<file path="src/rtl/nxa_pkg.sv">
package nxa_pkg;
   // Two ways to build the next-address arithmetic.
   typedef enum logic [0:0] {
      NXA_SPLIT_ADDERS = 1'b0,  // incrementer plus target adder, select at the end
      NXA_MERGED_ADDER = 1'b1   // one adder with a selected second operand
   } nxa_arch_e;

   localparam int unsigned NXA_DEF_ADDR_W  = 32;
   localparam int unsigned NXA_DEF_INSTR_W = 32;
   localparam int unsigned NXA_DEF_OFS_W   = 16;
   localparam int unsigned NXA_DEF_ALIGN   = 2;
endpackage

</file>
<file path="src/rtl/nxa_offset_ext.sv">
// Sign-extends the displacement field and scales it to a byte offset.
module nxa_offset_ext #(
   parameter int unsigned ADDR_W = nxa_pkg::NXA_DEF_ADDR_W,
   parameter int unsigned OFS_W  = nxa_pkg::NXA_DEF_OFS_W,
   parameter int unsigned ALIGN  = nxa_pkg::NXA_DEF_ALIGN
) (
   input  logic [OFS_W-1:0]  disp,
   output logic [ADDR_W-1:0] byte_ofs
);
   localparam int unsigned EXT_W = ADDR_W - OFS_W - ALIGN;

   if (ADDR_W <= OFS_W + ALIGN) begin : g_bad_width
      $error("nxa_offset_ext: ADDR_W must exceed OFS_W + ALIGN");
   end

   always_comb begin
      byte_ofs = {{EXT_W{disp[OFS_W-1]}}, disp, {ALIGN{1'b0}}};
   end
endmodule

</file>
<file path="src/rtl/nxa_target_calc.sv">
// Computes the next PC from the current PC, scaled offset and take decision.
module nxa_target_calc
   import nxa_pkg::*;
#(
   parameter int unsigned ADDR_W = NXA_DEF_ADDR_W,
   parameter int unsigned ALIGN  = NXA_DEF_ALIGN,
   parameter nxa_arch_e   ARCH   = NXA_SPLIT_ADDERS
) (
   input  logic [ADDR_W-1:0] pc_cur,
   input  logic [ADDR_W-1:0] byte_ofs,
   input  logic              take,
   output logic [ADDR_W-1:0] pc_next
);
   localparam logic [ADDR_W-1:0] STEP = ADDR_W'(1) << ALIGN;

   if (ARCH == NXA_SPLIT_ADDERS) begin : g_split
      logic [ADDR_W-1:0] seq_addr;
      logic [ADDR_W-1:0] tgt_addr;
      always_comb begin
         seq_addr = pc_cur + STEP;
         tgt_addr = seq_addr + byte_ofs;
         pc_next  = take ? tgt_addr : seq_addr;
      end
   end else begin : g_merged
      logic [ADDR_W-1:0] addend;
      always_comb begin
         addend  = take ? (STEP + byte_ofs) : STEP;
         pc_next = pc_cur + addend;
      end
   end
endmodule

</file>
<file path="src/rtl/nxa_pc_reg.sv">
// Program counter register with synchronous reset to a fixed vector.
module nxa_pc_reg #(
   parameter int unsigned       ADDR_W    = nxa_pkg::NXA_DEF_ADDR_W,
   parameter int unsigned       ALIGN     = nxa_pkg::NXA_DEF_ALIGN,
   parameter logic [ADDR_W-1:0] RESET_VEC = '0
) (
   input  logic              clk,
   input  logic              rst,
   input  logic [ADDR_W-1:0] pc_d,
   output logic [ADDR_W-1:0] pc_q
);
   logic [ADDR_W-ALIGN-1:0] word_q;

   always_ff @(posedge clk) begin
      if (rst) word_q <= RESET_VEC[ADDR_W-1:ALIGN];
      else     word_q <= pc_d[ADDR_W-1:ALIGN];
   end

   // Only the word index is stored; the low bits are tied off.
   logic unused_low;
   assign unused_low = ^pc_d[ALIGN-1:0];
   assign pc_q       = {word_q, {ALIGN{1'b0}}};
endmodule

</file>
<file path="src/rtl/nxa_fetch_pc.sv">
module nxa_fetch_pc
   import nxa_pkg::*;
#(
   parameter int unsigned       ADDR_W    = NXA_DEF_ADDR_W,
   parameter int unsigned       INSTR_W   = NXA_DEF_INSTR_W,
   parameter int unsigned       OFS_W     = NXA_DEF_OFS_W,
   parameter int unsigned       ALIGN     = NXA_DEF_ALIGN,
   parameter logic [ADDR_W-1:0] RESET_VEC = '0,
   parameter nxa_arch_e         ARCH      = NXA_SPLIT_ADDERS
) (
   input  logic              clk,
   input  logic              rst,
   input  logic [INSTR_W-1:0] instr_word,
   input  logic              branch_sel,
   input  logic              cond_equal,
   output logic [ADDR_W-1:0] pc_out
);
   if (INSTR_W <= OFS_W) begin : g_bad_instr
      $error("nxa_fetch_pc: INSTR_W must exceed OFS_W");
   end
   if (ALIGN < 1) begin : g_bad_align
      $error("nxa_fetch_pc: ALIGN must be at least 1");
   end
   if (RESET_VEC[ALIGN-1:0] != '0) begin : g_bad_vec
      $error("nxa_fetch_pc: RESET_VEC must be aligned");
   end

   logic [ADDR_W-1:0] byte_ofs;
   logic [ADDR_W-1:0] pc_next;
   logic              take;
   logic              unused_upper;

   assign take         = branch_sel & cond_equal;
   assign unused_upper = ^instr_word[INSTR_W-1:OFS_W];

   nxa_offset_ext #(
      .ADDR_W(ADDR_W), .OFS_W(OFS_W), .ALIGN(ALIGN)
   ) u_ext (
      .disp    (instr_word[OFS_W-1:0]),
      .byte_ofs(byte_ofs)
   );

   nxa_target_calc #(
      .ADDR_W(ADDR_W), .ALIGN(ALIGN), .ARCH(ARCH)
   ) u_calc (
      .pc_cur  (pc_out),
      .byte_ofs(byte_ofs),
      .take    (take),
      .pc_next (pc_next)
   );

   nxa_pc_reg #(
      .ADDR_W(ADDR_W), .ALIGN(ALIGN), .RESET_VEC(RESET_VEC)
   ) u_pc (
      .clk (clk),
      .rst (rst),
      .pc_d(pc_next),
      .pc_q(pc_out)
   );
endmodule

</file>
<file path="config.mk">
export PLATFORM = sky130hd
export DESIGN_NAME = nxa_fetch_pc
export DESIGN_NICKNAME = d
export VERILOG_FILES = /design/src/rtl/nxa_pkg.sv /design/src/rtl/nxa_offset_ext.sv /design/src/rtl/nxa_target_calc.sv /design/src/rtl/nxa_pc_reg.sv /design/src/rtl/nxa_fetch_pc.sv
export SDC_FILE = /design/constraint.sdc
export NUM_CORES = 1
export LEC_CHECK = 0
export BUFFER_PORTS_ARGS = -buffer_cell sky130_fd_sc_hd__buf_2
export CORE_AREA = 2 2 77 79
export CTS_BUF_LIST = sky130_fd_sc_hd__clkbuf_8
export CTS_CLUSTER_DIAMETER = 100
export DETAILED_ROUTE_END_ITERATION = 6
export DIE_AREA = 0 0 79 81
export PLACE_DENSITY = 0.82
export RECOVER_POWER = 50
export REMOVE_ABC_BUFFERS = 1
export SLEW_MARGIN = 20
export SYNTH_ARGS = -nofsm -noshare
export SYNTH_HDL_FRONTEND = slang
export SYNTH_SLANG_ARGS = --single-unit
</file>
<file path="constraint.sdc">
create_clock -name clk -period 5.1 [get_ports clk]
set_clock_uncertainty 0.15 [all_clocks]
set_input_delay 1.02 -clock clk [delete_from_list [all_inputs] [get_ports clk]]
set_output_delay 1.02 -clock clk [all_outputs]
set_load 0.02 [all_outputs]
</file>
==> flow_metrics.py, run 1 <==
metrics = {
    "critical_path": {
        "crit_buf_inv": 0,
        "slowest_delay_ns": 0.50,
        "crit_path_top_delay_cell": "or4_4",
        "critPathTopFamily": "simple AND/OR/NAND/NOR gates",
        "cp.arrival_ns": 4.38,
        "ff2ff_path_depth": 16,
        "critPathCaptureType": "flip-flop",
        "cp_max_fo": 7,
        "r2r_end": "u_pc.word_q[29]$_SDFF_PP0_",
        "timing.rr.start": "u_pc.word_q[2]$_SDFF_PP0_",
        "cp_cell_sequence": "and3_1 -> and2_1 -> nand3_1 -> nor2_1 -> nand2_1 -> xnor2_1 -> ha_1 -> nand2_2 -> or3_1 -> or4_4 -> a21oi_2 -> o21ai_2 -> a31oi_2 -> o21ai_1 -> a31oi_1 -> nor3b_2",
        "rrSetupSlack_ns": 0.72,
        "critPathLaunchType": "flip-flop",
        "worstSetupPathType": "reg -> reg",
        "required_ns": 5.10,
    },
    "global_route": {
        "groute.usage.overall": 0.271,
        "grt_pass1_vias": 2995,
        "grt_pass1_wl_microns": 14000,
        "antenna_found_initial": 0,
        "grt-ovfl-total": 0,
        "grt_max_degree": 35,
    },
    "route": {
        "ant_nets": 0,
        "routed.top_layer": "met4",
        "wl_met2_microns": 4030,
        "drt-met1-wl_microns": 3760,
        "vias": 3170,
        "first_iter_violations": 276,
        "drt-total-wl_microns": 8320,
        "detail_route.wl_per_cell_microns": 16.1,
        "drc_errors": 0,
        "drt_first_pass_iters": 5,
        "met3_length_microns": 361,
        "via_per_inst": 6.13,
    },
    "floorplan": {
        "chipWidth_microns": 79,
        "core-area_sq_mm": 0.00568,
        "ios": 68,
        "die_y_microns": 81,
        "die_area_sq_mm": 0.00640,
        "initial_core_util": 0.547,
        "floorplan.rows": 28,
    },
    "clocking": {
        "ctsResizeCount": 0,
        "path_clk_slew_ns": 0.07,
        "cts_setup_buffers": 0,
        "htreeDepth": 2,
        "cts_tree": "yes",
        "cts_buffers": 5,
        "cts_hold_buf": 0,
        "ctsRootBufferMaster": "clkbuf_8",
        "cts.sinks": 30,
        "clock_latency_ns": 0.28,
        "clock_path_buffers": 2,
    },
    "timing": {
        "tightest_slew_ns": 0.686,
        "fin_crit_sh": 0.858,
        "finalHoldViolCount": 0,
        "setup_ws_ns": 0.722,
        "rsz0062_at_grt": "no",
        "slew_headroom": 0.543,
        "setup_violations": 0,
        "finalMaxSlewViolations": 0,
        "fin_setup_tns_ns": 0,
        "fin_crit_ns": 4.38,
        "fmax_mhz": 228,
    },
    "pwr": {
        "power_density_mw_per_mm2": 259,
        "leakage_nw": 1.45,
        "vdd_ir_drop_max_mv": 0.110,
        "total_power_mw": 0.896,
    },
    "logic_synthesis": {
        "synth_ff_type": "dfxtp_1",
        "syn_inst": 400,
        "synth_largest_area_cell": "dfxtp_1",
        "netlist_top_cells_area": "dfxtp_1 (19%), ha_1 (15%), xnor2_1 (10%), nor2_1 (6.1%), a211oi_1 (5.8%)",
        "post-synth-top-count-cell": "nor2_1",
        "synthTopCellsByCount": "nor2_1 (50), ha_1 (37), xnor2_1 (37)",
        "ys_seq_area_frac": 0.194,
        "yosysWarnings": 0,
        "avgSynthCellArea_sq_um": 7.75,
        "synth_edf_count": 0,
        "synth_area_sq_mm": 0.00310,
        "synth_top_area_share": 0.194,
        "synthArstFlopShare": 0,
        "synth_seq_cells": 30,
        "synth_cell_types": 52,
    },
    "hold_path": {
        "worstHoldStart": "u_pc.word_q[4]$_SDFF_PP0_",
        "hold_end": "u_pc.word_q[4]$_SDFF_PP0_",
        "holdPathStages": 3,
        "hp-class": "reg -> reg",
    },
    "finish": {
        "multiInputGateArea_sq_mm": 0.00241,
        "syn_to_final_growth_pct": 11.6,
        "reg.largest.list": "u_pc.word_q x30",
        "largest_register": "u_pc.word_q",
        "drive_gt1_frac": 0.0860,
        "num_antenna_cells": 0,
        "largest_register_ff_count": 30,
        "seq_area_sq_um": 601,
        "nNetsFinal": 516,
        "nFillCells": 561,
    },
    "placed_design": {
        "port_buffers": 49,
        "gp_congestion": 0.938,
        "place_ws_ns": 0.795,
        "hpwl_microns": 6260,
    },
    "outcome": {
        "status": "complete, no violations",
    },
    "job": {
        "max_cap_viol_count": 0,
    },
}
-- worst min-delay path, delay by kind of cell (launching register included) --
kind	cells	cell delay, ns
flip-flops	1	0.36
XOR/XNOR	1	0.12
AND/OR/NAND/NOR	1	0.07
AO/OA/AOI/OAI	1	0.05
-- cells in the final DEF, fill, tap and decap left out, types with 16 or more instances in the layout --
master    count
a21oi_1      27
buf_2        20
clkbuf_1     29
nand4_1      16
nand2_1      32
a21o_1       19
dfxtp_1      30
a211oi_1     24
nor2_1       50
ha_1         37
xnor2_1      37
-- per-layer routing --
metal  global-route usage  vias to the layer above
met2                0.478                       99
met3               0.0378                       21
met1                0.342                     1500
met4               0.0914                        0
li1                     -                     1550
met5                    0                        -
-- through the flow --
step,cells,hold WS [ns],util,area [sq um]
finish,517,0.504,0.610,3460
global route,517,0.519,0.610,3460
CTS,517,0.493,0.616,3500
detailed placement,510,0.477,0.596,3380
global placement,510,0.451,0.596,3380
floorplan,385,0.527,-,3040
-- final cells by class --
class / instances / area share
tap: 75 / 0.0271
timing repair buffer: 50 / 0.0625
clock inverter: 1 / 0.00868
clock buffer: 6 / 0.0239
multi-input combinational: 348 / 0.697
sequential: 30 / 0.174
inverter: 7 / 0.00759
-- logic make-up after synthesis --
family / share of synthesized area
compound gates: 0.258
xor+xnor: 0.138
fa+ha+maj: 0.156
buf+inv: 0.0307
flops: 0.194
other cells: 0.00121
simple gates: 0.222
-- how the worst max path moves through the flow --
stage	start	to	slack (ns)	cells past startpoint
final	u_pc.word_q[2]$_SDFF_PP0_	u_pc.word_q[29]$_SDFF_PP0_	0.72	16
after global placement	u_pc.word_q[2]$_SDFF_PP0_	u_pc.word_q[29]$_SDFF_PP0_	0.89	16
after floorplan	u_pc.word_q[2]$_SDFF_PP0_	u_pc.word_q[29]$_SDFF_PP0_	1.26	16
after CTS	u_pc.word_q[2]$_SDFF_PP0_	u_pc.word_q[29]$_SDFF_PP0_	0.75	16
after detailed placement	u_pc.word_q[2]$_SDFF_PP0_	u_pc.word_q[29]$_SDFF_PP0_	0.80	16
after global routing	u_pc.word_q[2]$_SDFF_PP0_	u_pc.word_q[29]$_SDFF_PP0_	0.40	16
-- where the power goes --
part           internal [mW]  switching, mW
Sequential             0.255         0.0262
Combinational          0.141          0.216
Clock                  0.156          0.101
Note: power is estimated with default switching activity, not from simulation.
==> run 2: changes to the inputs <==
- ABC_AREA: not set -> 1
- CORE_AREA: 2 2 77 79 -> 2 2 83 85
- DIE_AREA: 0 0 79 81 -> 0 0 85 87
==> run 2 against run 1 <==
Sequential power hardly changed. Sequential share of layout area is 2.6 points lower. Sequential cell count stayed put. Worst setup slack better by 0.81 ns. Final area is 18% higher. Synthesized cell count is 55% higher. Final cell count is 45% higher. Power is 6.1% lower. First-iteration DRC count is 16% lower. Wire length is 26% higher. Highest routed layer unchanged.
==> flow_metrics.py, run 2 <==
metrics = {
    "floorplan": {
        "die_y_microns": 87,
        "chipWidth_microns": 85,
        "floorplan.rows": 30,
        "ios": 68,
        "initial_core_util": 0.564,
        "die_area_sq_mm": 0.00740,
        "core-area_sq_mm": 0.00657,
    },
    "pwr": {
        "vdd_ir_drop_max_mv": 0.173,
        "leakage_nw": 2.15,
        "internal-power_mw": 0.482,
        "switching_share": 0.427,
        "power_density_mw_per_mm2": 207,
        "pwr-share-seq": 0.333,
        "power.switching_mw": 0.359,
        "clockPowerShare": 0.238,
        "comb_power_share": 0.429,
    },
    "clocking": {
        "clock_latency_ns": 0.29,
        "ctsRootBufferMaster": "clkbuf_8",
        "cts_buffers": 5,
        "htreeDepth": 2,
        "path_clk_slew_ns": 0.07,
        "cts_setup_buffers": 0,
        "ctsResizeCount": 0,
        "cts_tree": "yes",
        "cts_hold_buf": 0,
        "clock_path_buffers": 2,
        "cts.sinks": 30,
    },
    "route": {
        "via_per_inst": 5.49,
        "drc_errors": 0,
        "detail_route.wl_per_cell_microns": 13.9,
        "vias": 4121,
        "drt_first_pass_iters": 4,
        "drt-total-wl_microns": 10400,
        "first_iter_violations": 233,
        "ant_nets": 0,
    },
    "logic_synthesis": {
        "post-synth-top-count-cell": "nand2_1",
        "synth_seq_cells": 30,
        "synth_ff_type": "dfxtp_1",
        "netlist_top_cells_area": "nand2_1 (18%), dfxtp_1 (16%), ha_1 (12%), inv_1 (8.6%), a21oi_1 (8.2%)",
        "synth_cell_types": 39,
        "synth_top_area_share": 0.176,
        "ys_seq_area_frac": 0.162,
        "synth_area_sq_mm": 0.00371,
        "synth_largest_area_cell": "nand2_1",
        "synthArstFlopShare": 0,
        "yosysWarnings": 0,
        "syn_inst": 620,
        "avgSynthCellArea_sq_um": 5.98,
        "synth_edf_count": 0,
        "synthTopCellsByCount": "nand2_1 (174), inv_1 (85), a21oi_1 (61)",
    },
    "timing": {
        "fin_crit_ns": 3.57,
        "fin_setup_tns_ns": 0,
        "setup_violations": 0,
        "fin_crit_sh": 0.700,
        "rsz0062_at_grt": "no",
        "finalMaxSlewViolations": 0,
        "setup_ws_ns": 1.53,
        "finalHoldViolCount": 0,
        "slew_headroom": 0.285,
        "fmax_mhz": 280,
        "tightest_slew_ns": 1.07,
    },
    "hold_path": {
        "hp-class": "reg -> reg",
    },
    "outcome": {
        "status": "complete, no violations",
    },
    "finish": {
        "syn_to_final_growth_pct": 9.89,
        "reg.largest.list": "u_pc.word_q x30",
        "final_common_cell": "nand2_1",
        "largest_register": "u_pc.word_q",
        "num_antenna_cells": 0,
        "largest_register_ff_count": 30,
        "mostFrequentLayoutCells": "nand2_1 (174), inv_1 (86), a21oi_1 (61), nor2_1 (60), nand3_1 (47)",
        "nFillCells": 638,
        "nNetsFinal": 743,
        "drive_gt1_frac": 0.0746,
    },
    "critical_path": {
        "cp.arrival_ns": 3.62,
        "worstSetupPathType": "reg -> reg",
        "required_ns": 5.15,
        "critPathLaunchType": "flip-flop",
        "critPathCaptureType": "flip-flop",
        "cp_max_fo": 6,
    },
    "placed_design": {
        "port_buffers": 49,
        "place_ws_ns": 1.66,
        "hpwl_microns": 8250,
        "gp_congestion": 0.936,
    },
    "global_route": {
        "groute.usage.overall": 0.287,
        "grt-ovfl-total": 0,
        "grt_max_degree": 35,
        "grt_pass1_vias": 3806,
        "grt_pass1_wl_microns": 17200,
        "antenna_found_initial": 0,
    },
    "job": {
        "max_cap_viol_count": 0,
    },
}
## run 2: changes by cell type in the layout (fill, tap and decap cells not counted), sizes merged, moves of 8 or more
cell | previous run | this run
nand4 | 16 | 8
a21oi | 28 | 62
nor2 | 50 | 69
inv | 7 | 86
xnor2 | 37 | 9
nand2 | 33 | 178
xor2 | 12 | 21
a21o | 19 | 4
a211oi | 25 | 0
nand3 | 14 | 50
## run 2: power groups by stage
| stage | clock (mW) | combinational [mW] | sequential [mW] |
|---|---|---|---|
| global placement | 0 | 0.346 | 0.283 |
| detailed placement | 0 | 0.355 | 0.284 |
| floorplan | 0 | 0.234 | 0.304 |
| finish | 0.200 | 0.361 | 0.280 |
| global route | 0.212 | 0.402 | 0.283 |
| CTS | 0.201 | 0.358 | 0.279 |
## run 2: routing by layer
layer	up-vias	wire, microns	global-route usage	share of wire
met1	1870	4970	0.400	0.48
met4	0	215	0.0996	0.021
met2	133	4660	0.465	0.45
met5	-	0	0	0
met3	23	602	0.0265	0.058
li1	2095	-	-	-
## run 2: kinds of logic after synthesis
logic type | Yosys count | share of synthesized area
AND/OR/NAND/NOR | 326 | 0.391
AO/OA/AOI/OAI | 99 | 0.143
buffers and inverters | 96 | 0.0999
adder cells (fa/ha/maj) | 38 | 0.130
XOR/XNOR | 30 | 0.0729
flip-flops | 30 | 0.162
other | 1 | 0.00101
## run 2: area by class of cell
cell class	instances	area [sq um]	area share
multi-input combinational	495	2740	0.673
sequential	30	601	0.147
inverter	87	327	0.0802
timing repair buffer	50	215	0.0528
tap	80	100	0.0246
clock buffer	6	82.6	0.0203
clock inverter	2	8.76	0.00215
## run 2: stage by stage
| stage | utilization | hold WS [ns] | cell area (sq um) | power [mW] | instances |
|---|---|---|---|---|---|
| global route | 0.620 | 0.456 | 4070 | 0.897 | 750 |
| global placement | 0.612 | 0.353 | 4020 | 0.629 | 742 |
| finish | 0.620 | 0.396 | 4070 | 0.841 | 750 |
| floorplan | - | 0.428 | 3670 | 0.539 | 612 |
| CTS | 0.626 | 0.398 | 4110 | 0.838 | 750 |
| detailed placement | 0.612 | 0.385 | 4020 | 0.640 | 742 |
## run 2: final timing paths
path,start,endpoint,slack (ns),cells past startpoint
worst max-delay path,u_pc.word_q[0]$_SDFF_PP0_,u_pc.word_q[29]$_SDFF_PP0_,1.53,20
worst min-delay path,u_pc.word_q[0]$_SDFF_PP0_,u_pc.word_q[0]$_SDFF_PP0_,0.40,1
worst max register to register,u_pc.word_q[0]$_SDFF_PP0_,u_pc.word_q[29]$_SDFF_PP0_,1.53,20
worst min register to register,u_pc.word_q[0]$_SDFF_PP0_,u_pc.word_q[0]$_SDFF_PP0_,0.40,1
## run 2: worst max-delay path, cell delays in order (launching register included)
cell and delay (ns):
dfxtp_1 0.44, ha_1 0.25, nand3_2 0.13, nor2_2 0.19, nand2_2 0.10, nor2_4 0.11
nand2_2 0.08, nor2_1 0.11, xor2_1 0.25, inv_1 0.08, ha_1 0.34, inv_1 0.07
nor3_1 0.31, inv_1 0.12, nor3_1 0.23, nand2_1 0.09, nand3_1 0.07, nand2_1 0.05
nand2_1 0.08, nand2_1 0.05, a21oi_1 0.16
==> run 3: changes to the inputs <==
- ABC_AREA: 1 -> 0
- CORE_AREA: 2 2 83 85 -> 2 2 81 83
- DIE_AREA: 0 0 85 87 -> 0 0 83 85
- PLACE_DENSITY: 0.82 -> 0.78
- clock period: 5.1 -> 3 ns (I/O delays scaled with it)
==> run 3 against run 2 <==
The flow now finishes with violations (setup timing). Largest power group unchanged. Critical path type unchanged. Sequential share of layout area shrank 3.3 points. Highest routed layer unchanged. Non-clock buffer count up 162. Register-to-register slack got worse by 2.4 ns.
==> flow_metrics.py, run 3 (synthesis gave the netlist of run 1 again) <==
metrics = {
    "outcome": {
        "status": "finished with violations",
        "violations": "setup timing",
    },
    "route": {
        "vias": 4584,
        "drt-total-wl_microns": 16500,
        "first_iter_violations": 553,
        "drt_first_pass_iters": 6,
        "detail_route.wl_per_cell_microns": 24.2,
        "drc_errors": 0,
        "ant_nets": 0,
        "via_per_inst": 6.72,
    },
    "finish": {
        "nFillCells": 307,
        "seq_area_sq_um": 607,
        "stdcell_count": 682,
        "nNetsFinal": 678,
        "multiInputGateArea_sq_mm": 0.00301,
        "final_core_util": 0.855,
        "mostFrequentLayoutCells": "buf_4 (159), nor2_1 (41), buf_2 (31), ha_1 (27), nand2_1 (26)",
        "final_common_cell": "buf_4",
        "drive_gt1_frac": 0.494,
        "reg.largest.list": "u_pc.word_q x30",
        "syn_to_final_growth_pct": 71.1,
        "largest_register_ff_count": 30,
        "num_antenna_cells": 0,
        "largest_register": "u_pc.word_q",
    },
    "placed_design": {
        "gp_congestion": 1.01,
        "port_buffers": 49,
        "place_ws_ns": -0.898,
        "hpwl_microns": 8440,
        "dp.cells": 649,
    },
    "global_route": {
        "grt_max_degree": 39,
        "grt_pass1_wl_microns": 20300,
        "grt-ovfl-total": 0,
        "antenna_found_initial": 0,
        "groute.usage.overall": 0.356,
        "grt_pass1_vias": 4291,
    },
    "critical_path": {
        "cp_cell_sequence": "and4_2 -> nand4_1 -> nor2_2 -> buf_4 -> nand4_1 -> xnor2_2 -> ha_1 -> nand2_1 -> nor2_1 -> o21ai_4 -> a21oi_4 -> o21ai_4 -> a31oi_4 -> or3_4 -> nand4_1 -> nor3b_2",
        "cp_max_fo": 5,
        "required_ns": 3.04,
        "crit_path_top_delay_cell": "nor2_1",
        "critPathLaunchType": "flip-flop",
        "cpMostUsedCell": "nand4_1",
        "worstSetupPathType": "reg -> reg",
        "cp.arrival_ns": 3.90,
        "slowest_delay_ns": 0.43,
        "critPathCaptureType": "flip-flop",
    },
    "timing": {
        "tightest_slew_ns": 0.739,
        "fin_crit_sh": 1.29,
        "setup_ws_ns": -0.859,
        "finalHoldViolCount": 0,
        "finalMaxSlewViolations": 0,
        "fin_setup_tns_ns": -11.89,
        "setup_violations": 22,
        "fmax_mhz": 259,
        "slew_headroom": 0.506,
        "rsz0062_at_grt": "yes",
        "fin_crit_ns": 3.86,
    },
    "pwr": {
        "vdd_ir_drop_max_mv": 0.371,
        "power_density_mw_per_mm2": 381,
        "leakage_nw": 2.52,
    },
    "floorplan": {
        "initial_core_util": 0.500,
        "die_area_sq_mm": 0.00706,
        "die_y_microns": 85,
        "ios": 68,
        "floorplan.rows": 29,
        "core-area_sq_mm": 0.00620,
        "chipWidth_microns": 83,
    },
    "clocking": {
        "path_clk_slew_ns": 0.09,
        "htreeDepth": 2,
        "clock_path_buffers": 2,
        "cts_tree": "yes",
        "cts.sinks": 30,
        "cts_buffers": 5,
        "ctsRootBufferMaster": "clkbuf_8",
        "clock_latency_ns": 0.31,
    },
    "job": {
        "max_cap_viol_count": 0,
    },
    "hold_path": {
        "hp-class": "reg -> reg",
    },
}
-- run 3: repair_timing --
| item | CTS | global route |
|---|---|---|
| pin swaps | 40 | 40 |
| resized for setup | 46 | 73 |
| setup buffers | 15 | 10 |
| setup endpoints to repair | 22 | 22 |
| hold buffers | 0 | 0 |
-- run 3: area by class of cell --
type / count / share of cell area
clock inverter: 2 / 0.00236
multi-input combinational: 348 / 0.568
tap: 77 / 0.0182
clock buffer: 6 / 0.0156
sequential: 30 / 0.114
inverter: 7 / 0.00495
timing repair buffer: 212 / 0.277
-- run 3: where the power goes --
| group | internal, mW | switching (mW) | leakage (nW) | total, mW |
|---|---|---|---|---|
| registers | 0.435 | 0.0346 | 0.249 | 0.470 |
| logic | 0.532 | 0.627 | 2.22 | 1.16 |
| clock network | 0.185 | 0.210 | 0.0472 | 0.395 |
| total | 1.15 | 0.872 | 2.52 | 2.02 |
-- run 3: final timing paths --
check	start	endpoint	slack (ns)	depth (start not counted)
setup / recovery	u_pc.word_q[9]$_SDFF_PP0_	u_pc.word_q[29]$_SDFF_PP0_	-0.86	16
hold / removal	u_pc.word_q[24]$_SDFF_PP0_	u_pc.word_q[24]$_SDFF_PP0_	0.54	3
setup reg to reg	u_pc.word_q[9]$_SDFF_PP0_	u_pc.word_q[29]$_SDFF_PP0_	-0.86	16
hold reg to reg	u_pc.word_q[24]$_SDFF_PP0_	u_pc.word_q[24]$_SDFF_PP0_	0.54	3
-- run 3: worst max-delay path, delay by kind of cell, from the launching register on --
kind | cells | cell delay (ns)
adder cells (fa/ha/maj) | 1 | 0.41
XOR/XNOR | 1 | 0.22
AO/OA/AOI/OAI | 4 | 0.67
AND/OR/NAND/NOR | 9 | 1.78
flip-flops | 1 | 0.35
buffers and inverters | 1 | 0.16
-- run 3: stage by stage --
step	power [mW]	hold WS, ns	instance area, sq um
final	2.02	0.536	5310
after global routing	2.07	0.594	5310
after CTS	1.78	0.503	4830
after detailed placement	1.34	0.484	4430
after global placement	1.31	0.463	4430
after floorplan	0.934	0.515	3040
-- run 3: metal layers --
layer,vias to the layer above,global-route usage,part of all wire
met5,-,0,0
met4,0,0.216,0.097
met3,160,0.0564,0.099
met2,399,0.639,0.47
met1,2152,0.396,0.33
li1,1873,-,-
